**config.mk**
```make
export PLATFORM = sky130hd
export DESIGN_NAME = periph_io_core
export DESIGN_NICKNAME = d
export VERILOG_FILES = /design/src/rtl/periph_io_pkg.sv /design/src/rtl/periph_io_decode.sv /design/src/rtl/periph_io_mem.sv /design/src/rtl/periph_io_port.sv /design/src/rtl/periph_io_core.sv
export SDC_FILE = /design/constraint.sdc
export NUM_CORES = 1
export LEC_CHECK = 0
export BUFFER_PORTS_ARGS = -buffer_cell sky130_fd_sc_hd__buf_2
export CAP_MARGIN = 20
export CORE_MARGIN = 4
export CORE_UTILIZATION = 26
export CTS_CLUSTER_SIZE = 30
export DETAILED_ROUTE_END_ITERATION = 6
export GPL_TIMING_DRIVEN = 0
export PLACE_DENSITY = 0.47
export SYNTH_ARGS = -nofsm -noshare
export SYNTH_HDL_FRONTEND = slang
export SYNTH_SLANG_ARGS = --single-unit
```
**constraint.sdc**
```tcl
create_clock -name clk -period 2.25 [get_ports clk]
set_input_delay 0.1125 -clock clk [delete_from_list [all_inputs] [get_ports clk]]
set_output_delay 0.1125 -clock clk [all_outputs]
set_load 0.02 [all_outputs]
```
**src/rtl/periph_io_pkg.sv**
```systemverilog
package periph_io_pkg;

    localparam int DATA_W  = 8;
    localparam int ADDR_W  = 7;
    localparam int NUM_PORTS = 2;
    localparam int MEM_DEPTH = 1 << ADDR_W;

    typedef enum logic [1:0] {
        ACC_NONE = 2'd0,
        ACC_MEM  = 2'd1,
        ACC_PORT = 2'd2,
        ACC_AUX  = 2'd3
    } acc_kind_e;

    typedef struct packed {
        acc_kind_e kind;
        logic      port_idx;
        logic      is_dir;
    } acc_dec_t;

    // Per-bit pin level: driven bits show the register, others the pad.
    function automatic logic [DATA_W-1:0] pin_level(
        input logic [DATA_W-1:0] dir,
        input logic [DATA_W-1:0] val,
        input logic [DATA_W-1:0] pad
    );
        return (dir & val) | (~dir & pad);
    endfunction

endpackage

```
**src/rtl/periph_io_decode.sv**
```systemverilog
module periph_io_decode
    import periph_io_pkg::*;
(
    input  logic       chip_en,
    input  logic       chip_en_n,
    input  logic       mem_sel_n,
    input  logic [2:0] addr_lo,
    output acc_dec_t   dec
);
    always_comb begin
        dec.kind     = ACC_NONE;
        dec.port_idx = addr_lo[1];
        dec.is_dir   = addr_lo[0];
        if (chip_en && !chip_en_n) begin
            if (!mem_sel_n)      dec.kind = ACC_MEM;
            else if (addr_lo[2]) dec.kind = ACC_AUX;
            else                 dec.kind = ACC_PORT;
        end
    end
endmodule

```
**src/rtl/periph_io_mem.sv**
```systemverilog
module periph_io_mem
    import periph_io_pkg::*;
(
    input  logic              clk,
    input  logic              we,
    input  logic [ADDR_W-1:0] addr,
    input  logic [DATA_W-1:0] wdata,
    output logic [DATA_W-1:0] rdata
);
    logic [DATA_W-1:0] store [MEM_DEPTH];

    always_ff @(posedge clk) begin
        if (we) store[addr] <= wdata;
    end

    assign rdata = store[addr];
endmodule

```
**src/rtl/periph_io_port.sv**
```systemverilog
module periph_io_port
    import periph_io_pkg::*;
(
    input  logic              clk,
    input  logic              rst,
    input  logic              wr_val,
    input  logic              wr_dir,
    input  logic [DATA_W-1:0] wdata,
    input  logic [DATA_W-1:0] pad_in,
    output logic [DATA_W-1:0] val_q,
    output logic [DATA_W-1:0] dir_q,
    output logic [DATA_W-1:0] level
);
    always_ff @(posedge clk) begin
        if (rst) begin
            val_q <= '0;
            dir_q <= '0;
        end else begin
            if (wr_val) val_q <= wdata;
            if (wr_dir) dir_q <= wdata;
        end
    end

    assign level = pin_level(dir_q, val_q, pad_in);
endmodule

```
**src/rtl/periph_io_core.sv**
```systemverilog
module periph_io_core
    import periph_io_pkg::*;
(
    input  logic              clk,
    input  logic              rst,
    input  logic              chip_en,
    input  logic              chip_en_n,
    input  logic              mem_sel_n,
    input  logic [ADDR_W-1:0] addr,
    input  logic              rd_wr,
    input  logic [DATA_W-1:0] wdata,
    output logic [DATA_W-1:0] rdata,
    output logic              rdata_oe,
    output logic              aux_sel,
    input  logic [DATA_W-1:0] aux_rdata,
    input  logic [DATA_W-1:0] gpio0_in,
    output logic [DATA_W-1:0] gpio0_out,
    output logic [DATA_W-1:0] gpio0_oe,
    input  logic [DATA_W-1:0] gpio1_in,
    output logic [DATA_W-1:0] gpio1_out,
    output logic [DATA_W-1:0] gpio1_oe
);
    acc_dec_t          dec;
    logic              do_wr;
    logic [DATA_W-1:0] mem_rd;
    logic [DATA_W-1:0] pad   [NUM_PORTS];
    logic [DATA_W-1:0] val_q [NUM_PORTS];
    logic [DATA_W-1:0] dir_q [NUM_PORTS];
    logic [DATA_W-1:0] level [NUM_PORTS];

    periph_io_decode u_dec (
        .chip_en   (chip_en),
        .chip_en_n (chip_en_n),
        .mem_sel_n (mem_sel_n),
        .addr_lo   (addr[2:0]),
        .dec       (dec)
    );

    assign do_wr = (dec.kind != ACC_NONE) && !rd_wr;

    periph_io_mem u_mem (
        .clk   (clk),
        .we    (do_wr && dec.kind == ACC_MEM),
        .addr  (addr),
        .wdata (wdata),
        .rdata (mem_rd)
    );

    assign pad[0] = gpio0_in;
    assign pad[1] = gpio1_in;

    for (genvar p = 0; p < NUM_PORTS; p++) begin : g_port
        logic hit;
        assign hit = do_wr && dec.kind == ACC_PORT && dec.port_idx == p[0];
        periph_io_port u_port (
            .clk    (clk),
            .rst    (rst),
            .wr_val (hit && !dec.is_dir),
            .wr_dir (hit && dec.is_dir),
            .wdata  (wdata),
            .pad_in (pad[p]),
            .val_q  (val_q[p]),
            .dir_q  (dir_q[p]),
            .level  (level[p])
        );
    end

    assign gpio0_out = val_q[0];
    assign gpio0_oe  = dir_q[0];
    assign gpio1_out = val_q[1];
    assign gpio1_oe  = dir_q[1];

    always_comb begin
        unique case (dec.kind)
            ACC_MEM:  rdata = mem_rd;
            ACC_PORT: rdata = dec.is_dir ? dir_q[dec.port_idx] : level[dec.port_idx];
            ACC_AUX:  rdata = aux_rdata;
            default:  rdata = '0;
        endcase
    end

    assign aux_sel  = (dec.kind == ACC_AUX);
    assign rdata_oe = (dec.kind != ACC_NONE) && rd_wr && !rst;
endmodule

```
==> out/metrics.cfg, run 1 <==
[place]
dpl_worst_slack_ns=-2.199
io_buffers=84
gp_congestion=0.9396
dp_hpwl_um=80670
dpl_cell_area_um2=45000

[clocking]
clock_latency_ns=0.70
root_buffer=clkbuf_16
cts.sinks=1056
cts_tree=done
cts_buffers=113
cts.reportedPaths.clkPinSlew_ns=0.06
cts_max_level=3
ctsLongestPathBuffers=3

[pwr]
pwr-share-comb=0.061
ir_worst_vdd_v=0.0006669
intPower_mw=32.59
power_switching_share=0.2252
p_per_area_nw_per_um2=828.1
seqPwrFrac=0.513
p_clk_frac=0.426
power_switching_mw=9.470
leakage_nw=16.56
p_total_mw=42.06

[setup_path]
crit_fanout=10
ff2ff_path_depth=2
crit_required_ns=2.14
cp-start-kind=input port
criticalPathCategory=in2out
end_kind=primary output
arrival_ns=2.96

[floorplanning]
die_w_um=408.1
die_h_um=408.1
core_um2=158700
io_pins=87
num_rows=146
initial_utilization=0.2622
die_area_um2=166600

[global_route]
antenna_found_initial=3
grt_usage=0.1427
grt_pass1_wl_um=172100
grt_overflow=0
first_global_vias=22860
grt_max_degree=93

[yosys]
yosysTopAreaCellShare=0.7386
synth-async-reset-ratio=0
ys.warnings.count=0
synth_cell_type_count=32
avgSynthCellArea_um2=16.77
ys.flop_type=edfxtp_1
syn_inst=2483
synth_edf_count=1024
synth.largest_area_cell=edfxtp_1
synth.area.top_cells=edfxtp_1, mux2i_1, o22ai_1, o21ai_0, nor2_1
seq_area_frac_synth=0.7540
ys_ff_latch=1056
synth_nets=2528
synth.cell_area_um2=41630

[sta]
fin_skew_ns=0
fin_ws_ns=-0.8194
setup_violations=30
grt_setup_unrepaired=true
finalCriticalPeriod_ns=3.069
finalHoldViolCount=0
tightest_slew_ns=0.9697
slew_violations=0
timing.fmax_mhz=325.8
period_share=1.364
relSlewSlack=0.3536

[route]
drtAntennaViolNets=0
wl_per_cell_um=25.23
via_per_inst=4.759
drc=0
num_vias=23190
first_pass_iters=5
routed_wl_um=123000
drt_iter0_drc=1911

[finish]
regArea_um2=31390
nets=2755
finalInstanceArea_um2=50790
drive_above_1_share=0.2416
num_antenna_cells=0
area_growth_pct=22.00
fillerInstances=15290
multi_input_area_um2=11330

[run_status]
violations=negative setup slack
status=finished with violations

[run]
maxCapViolCount=0

[worst_hold_path]
whs_path_depth=5
hp-class=in2reg

[worst paths after layout]
kind	startpoint	end	slack (ns)
hold reg to reg	g_port[1].u_port.val_q[5]$_SDFFE_PP0P_	g_port[1].u_port.val_q[5]$_SDFFE_PP0P_	0.54
setup / recovery	addr[0]	rdata[2]	-0.82
hold / removal	addr[1]	g_port[0].u_port.val_q[7]$_SDFFE_PP0P_	0.12
setup reg to reg	g_port[1].u_port.dir_q[4]$_SDFFE_PP0P_	g_port[1].u_port.dir_q[4]$_SDFFE_PP0P_	1.56
[per-layer routing]
layer / vias to the layer above / wire length (um) / GRT usage
met5: - / 0 / 0
met3: 160 / 7451 / 0.02696
met4: 0 / 3399 / 0.03989
li1: 10370 / - / -
met1: 12000 / 56010 / 0.2023
met2: 669 / 56120 / 0.2235
[cell usage in the layout (no fill, tap or decap), types with 42 or more instances in the layout]
master,Yosys,routed
edfxtp_1,1024,1024
mux2i_1,544,527
o22ai_1,256,231
clkbuf_16,0,116
buf_2,53,106
buf_4,49,78
nor2_1,180,77
nor2_4,1,73
o21ai_2,0,62
clkbuf_1,34,46
nand2_1,53,42
[area by class of cell]
type | instances | share of cell area
plain buffers | 157 | 0.01988
well taps | 2072 | 0.05105
multi-input cells | 1270 | 0.2231
clock inverters | 58 | 0.009805
flip-flops and latches | 1056 | 0.6181
clock buffers | 149 | 0.05959
repair buffers | 112 | 0.01855
[timing repair]
action	4_1_cts	5_1_grt
setup buffers	0	2
hold buffers	12	0
hold endpoints to repair	440	0
endpoints found under the setup margin	912	441
resized for setup	465	135
pin swaps	50	46
[Yosys cell counts, types with 4 or more instances]
cell      number
buf_6          7
clkbuf_1      34
dfxtp_1       32
a21oi_1       16
o21ai_0      144
nor2b_1        6
buf_1         14
nand2_1       53
o22ai_1      256
nand2b_1       4
nor2_1       180
mux2i_1      544
o221ai_1       8
buf_4         49
buf_2         53
a41oi_1       32
nor4_1         8
nand3_1        6
edfxtp_1    1024
[through the flow]
step / TNS [ns] / hold slack (ns) / utilization / instances
2_1_floorplan: 0 / 0.2114 / - / 2483
3_3_place_gp: -1999.83 / 0.4841 / 0.2812 / 4639
3_5_place_dp: -1164.65 / 0.4875 / 0.2835 / 4653
4_1_cts: -12.65 / 0.07066 / 0.3163 / 4872
5_1_grt: -8.471 / 0.1238 / 0.3199 / 4874
6_report: -6.799 / 0.1188 / 0.3199 / 4874
[power by group through the flow]
stage | registers, mW | logic (mW) | clock network, mW
floorplan | 22.0 | 1.06 | 0
global placement | 22.0 | 2.16 | 0
detailed placement | 22.0 | 2.23 | 0
CTS | 21.6 | 2.51 | 18.2
global route | 21.6 | 2.69 | 19.1
finish | 21.6 | 2.57 | 17.9
[logic make-up after synthesis]
logic type,Yosys count,synth area share
DFF,1056,0.7540
muxes,544,0.1308
AOI/OAI and AO/OA,456,0.06612
and+or+nand+nor,270,0.02762
buffers and inverters,157,0.02143
[sequential cells by signal (all words and copies together), names as in the netlist]
name                 count
g_port.u_port.dir_q     16
g_port.u_port.val_q     16
u_mem.store           1024
[critical path: stages]
cell and delay [ns]:
buf_6 0.25, buf_6 0.25, buf_4 0.31, mux2i_1 0.27
o22ai_1 0.16, o21ai_2 0.35, a41oi_1 0.25, nor4_4 0.56
o221ai_2 0.20, buf_6 0.16
Power figures use the tool's default switching activity.
==> run 2, diff against run 1 <==
SKIP_CTS_REPAIR_TIMING = 1   (was not set)
TNS_END_PERCENT = 10   (was not set)
==> run 2 against run 1 <==
Compared with the run above:
- combinational power is 4% lower
- die area stayed put
- worst hold slack worse by 0.093 ns
- total power is 0.29% lower
- critical endpoint is now rdata[7]
- setup slack worse by 0.082 ns
- the run still ends with negative setup slack left
- clock skew stayed put
- sequential share of layout area is 1.1 points higher
==> out/metrics.cfg, run 2 (synthesis gave the netlist of run 1 again) <==
[route]
via_per_inst=4.760
num_vias=23190
drc=0
wl_per_cell_um=25.21
drt_iter0_drc=2141
routed_wl_um=122800
drtAntennaViolNets=0
first_pass_iters=5

[finish]
final_common_cell=edfxtp_1
regMostFlops=u_mem.store
area_growth_pct=19.85
final_cells=4872
finalInstanceArea_um2=49890
nets=2751
final_cell_mix=edfxtp_1, mux2i_1, o22ai_1
largest_reg_flops=1024
largestRegisters=u_mem.store x1024, g_port.u_port.dir_q x16, g_port.u_port.val_q x16
drive_above_1_share=0.2051

[floorplanning]
core_um2=158700
io_pins=87
initial_utilization=0.2622
num_rows=146
die_h_um=408.1
die_area_um2=166600
die_w_um=408.1

[place]
dp_hpwl_um=80670
io_buffers=84
dpl_cell_area_um2=45000
gp_congestion=0.9396
dp_cells=4653

[clocking]
clock_latency_ns=0.69
cts_buffers=113
cts_tree=done
root_buffer=clkbuf_16
cts.sinks=1056
cts_max_level=3
cts.reportedPaths.clkPinSlew_ns=0.06
ctsLongestPathBuffers=3

[sta]
setup_violations=303
slew_violations=0
finalCriticalPeriod_ns=3.151
period_share=1.401
grt_setup_unrepaired=true
finalHoldViolCount=0
relSlewSlack=0.3621
fin_ws_ns=-0.9015
timing.fmax_mhz=317.3
tightest_slew_ns=0.9533
fin_skew_ns=0
hold_ws_ns=0.02542

[run_status]
violations=negative setup slack
status=finished with violations

[setup_path]
criticalPathCategory=reg2out
crit_required_ns=2.14
arrival_ns=3.04
cp-start-kind=register
end_kind=primary output
crit_fanout=1

[pwr]
p_per_area_nw_per_um2=840.5
intPower_mw=32.55
leakage_nw=16.48
ir_worst_vdd_v=0.0006641
seqPwrFrac=0.514
p_clk_frac=0.427
pwr-share-comb=0.059
power_switching_share=0.2238
p_total_mw=41.94
power_switching_mw=9.386

[global_route]
first_global_vias=22660
grt_pass1_wl_um=170900
grt_overflow=0
grt_max_degree=93
antenna_found_initial=3
grt_usage=0.1418

[worst_hold_path]
hp-class=in2reg

[run]
maxCapViolCount=0

==> run 2: cell types whose count changed in the layout (fill, tap and decap cells not counted), sizes merged <==
cell / before / now
buf: 222 / 191
dlygate4sd3: 12 / 10
clkbuf: 184 / 213
diode: 0 / 2
==> run 2: routing by layer <==
metal | part of all wire | track usage | vias to the layer above
met3 | 0.062 | 0.02903 | 161
li1 | - | - | 10360
met2 | 0.46 | 0.2220 | 730
met4 | 0.023 | 0.03772 | 2
met1 | 0.45 | 0.2002 | 11940
met5 | 0.00051 | 0 | -
==> run 2: path summary, 6_finish.rpt <==
path / start / slack [ns] / end / depth (start not counted)
max: u_mem.store[117][7]$_DFFE_PP_ / -0.90 / rdata[7] / 7
min: mem_sel_n / 0.03 / g_port[0].u_port.val_q[7]$_SDFFE_PP0P_ / 5
max reg2reg: g_port[0].u_port.dir_q[0]$_SDFFE_PP0P_ / 1.56 / g_port[0].u_port.dir_q[0]$_SDFFE_PP0P_ / 2
min reg2reg: g_port[1].u_port.val_q[3]$_SDFFE_PP0P_ / 0.53 / g_port[1].u_port.val_q[3]$_SDFFE_PP0P_ / 2
==> run 2: worst max-delay path, stage by stage (launching register included) <==
cell,delay [ns]
edfxtp_1,0.36
mux2i_1,0.21
o22ai_1,0.13
o21ai_1,0.38
a41oi_1,0.33
nor4_4,0.54
o221ai_1,0.19
buf_2,0.19
==> run 2: per-stage QoR <==
| step | setup TNS [ns] | setup slack (ns) | util |
|---|---|---|---|
| 2_1_floorplan | 0 | 0.1903 | - |
| 3_3_place_gp | -1999.83 | -2.334 | 0.2812 |
| 3_5_place_dp | -1164.65 | -2.199 | 0.2835 |
| 4_1_cts | -397.73 | -2.224 | 0.3057 |
| 5_1_grt | -75.31 | -0.9115 | 0.3143 |
| 6_report | -60.65 | -0.9015 | 0.3143 |
==> run 2: cell type report <==
type	count	area, um2
clock buffer	149	3027
multi-input combinational	1270	10480
buffer	156	1005
antenna	2	5.005
timing repair buffer	109	899.6
fill	15380	108900
clock inverter	58	498.0
sequential	1056	31390
tap	2072	2592
==> run 2: power by group through the flow <==
| stage | logic (mW) | registers (mW) | clock network [mW] |
|---|---|---|---|
| final | 2.46 | 21.6 | 17.9 |
| after floorplan | 1.06 | 22.0 | 0 |
| after CTS | 2.23 | 21.6 | 18.2 |
| after detailed placement | 2.23 | 22.0 | 0 |
| after global routing | 2.58 | 21.6 | 19.1 |
| after global placement | 2.16 | 22.0 | 0 |
==> run 3, diff against run 2 <==
clock period = 4.07 ns   (was 2.25 ns; I/O delays follow)
==> run 3 against run 2 <==
Compared with the run above:
- the flow still finishes with violations (negative setup slack)
- critical path depth grew 4
- via count rose by 0.13%
- register-to-register slack improved by 1.8 ns
- sequential share of layout area is 1.5 points higher
- utilization is 0.75 points lower
- highest routed layer is now met4
- sequential power down 45%
- die area did not move
- cell area is 2.4% lower
- cell count is the same
- non-clock buffer count stayed put
- critical endpoint unchanged
- setup slack gained 0.74 ns
==> out/metrics.cfg, run 3 (synthesis gave the netlist of run 1 again) <==
[setup_path]
crit_fanout=11
end_kind=primary output
rr_startpoint=g_port[1].u_port.dir_q[4]$_SDFFE_PP0P_
crit_required_ns=3.87
reg2reg_to=g_port[1].u_port.dir_q[4]$_SDFFE_PP0P_
cp-start-kind=input port
r2r_slack_ns=3.38
criticalPathCategory=in2out
ff2ff_path_depth=2
arrival_ns=4.03

[finish]
nets=2751
largest_reg_flops=1024
final_cell_mix=edfxtp_1, mux2i_1, o22ai_1
final_common_cell=edfxtp_1
fillerInstances=15530
final_cells=4872
post-route-util=0.3068
largestRegisters=u_mem.store x1024, g_port.u_port.dir_q x16, g_port.u_port.val_q x16
regMostFlops=u_mem.store
area_growth_pct=16.97
drive_above_1_share=0.1337

[place]
gp_congestion=0.9396
dp_hpwl_um=80670
dp_cells=4653
dpl_worst_slack_ns=-0.5607
io_buffers=84

[run_status]
status=finished with violations
violations=negative setup slack

[sta]
grt_setup_unrepaired=true
period_share=1.041
relSlewSlack=0.2723
timing.fmax_mhz=236.1
fin_skew_ns=0
slew_violations=0
finalCriticalPeriod_ns=4.235
fin_setup_tns_ns=-0.3773
finalHoldViolCount=0
setup_violations=5
fin_ws_ns=-0.1650
tightest_slew_ns=1.088

[global_route]
antenna_found_initial=5
grt_usage=0.1418
grt_overflow=0
grt_max_degree=93
first_global_vias=22660
grt_pass1_wl_um=170900

[route]
drc=0
wl_per_cell_um=25.09
first_pass_iters=5
num_vias=23220
drt_iter0_drc=2110
via_per_inst=4.766
routed_wl_um=122200
drtAntennaViolNets=0

[floorplanning]
core_um2=158700
die_area_um2=166600
initial_utilization=0.2622
die_h_um=408.1
io_pins=87
die_w_um=408.1
num_rows=146

[clocking]
root_buffer=clkbuf_16
cts_tree=done
cts_max_level=3
cts.reportedPaths.clkPinSlew_ns=0.06
clock_latency_ns=0.69
ctsLongestPathBuffers=3
cts.sinks=1056
cts_buffers=113

[worst_hold_path]
hold_end=g_port[0].u_port.val_q[7]$_SDFFE_PP0P_
hp-class=in2reg
whs_path_depth=4
min-delay-start=rd_wr

[pwr]
p_per_area_nw_per_um2=473.6
ir_worst_vdd_v=0.0003611
leakage_nw=16.27

[run]
maxCapViolCount=0

## run 3: cell types whose count changed in the layout (fill, tap and decap cells not counted), moves of 32 or more
cell | before | now
o21ai_2 | 49 | 1
o21ai_1 | 49 | 10
nor2_1 | 114 | 180
nor2_2 | 44 | 0
o21ai_0 | 40 | 133
buf_2 | 100 | 132
## run 3: cell type report
cell class              instances  area (um2)  area share
flip-flops and latches       1056       31390      0.6446
multi-input cells            1270        9418      0.1934
clock buffers                 149        3027     0.06215
well taps                    2072        2592     0.05324
plain buffers                 157       897.1     0.01842
repair buffers                108       868.3     0.01783
clock inverters                58       498.0     0.01023
diodes                          2       5.005   0.0001028
## run 3: worst max-delay path, cell delays in order
cell and delay, ns:
buf_2 0.13, buf_2 0.23, nand2_1 0.11, buf_2 0.47, buf_2 0.42, o22ai_1 0.14, o21ai_0 0.65, a41oi_1 0.59
nor4_4 0.65, o221ai_1 0.18, buf_2 0.19
## run 3: routing by layer
layer	global-route usage	share of wire
met3	0.02903	0.063
met2	0.2220	0.45
met1	0.2002	0.46
met4	0.03772	0.027
met5	0	0
## run 3: report_power, final
part / leakage [nW] / internal [mW] / switching [mW] / total [mW]
combinational: 5.10 / 0.371 / 0.880 / 1.25
clock: 1.72 / 5.66 / 4.23 / 9.89
sequential: 9.46 / 11.9 / 0.00281 / 11.9
total: 16.3 / 17.9 / 5.11 / 23.1
## run 3: worst max path at each step
stage                                          endpoint  startpoint  cells after the start  slack [ns]
after global routing                           rdata[3]     addr[2]                     11       -0.11
after floorplan           u_mem.store[111][0]$_DFFE_PP_   mem_sel_n                      6        1.92
final                                          rdata[7]     addr[2]                     11       -0.17
after detailed placement                       rdata[2]     addr[2]                     11       -0.56
after global placement                         rdata[4]     addr[1]                     10       -0.70
after CTS                                      rdata[2]     addr[2]                     11       -0.59
## run 3: stage by stage
step           power, mW  cell area [um2]  hold slack (ns)
2_1_floorplan      12.74            41630           0.3024
3_3_place_gp       13.37            44640           0.5109
3_5_place_dp       13.39            45000           0.5150
4_1_cts            23.24            48520          -0.1748
5_1_grt            23.81            48690          0.03730
6_report           23.06            48700          0.04086
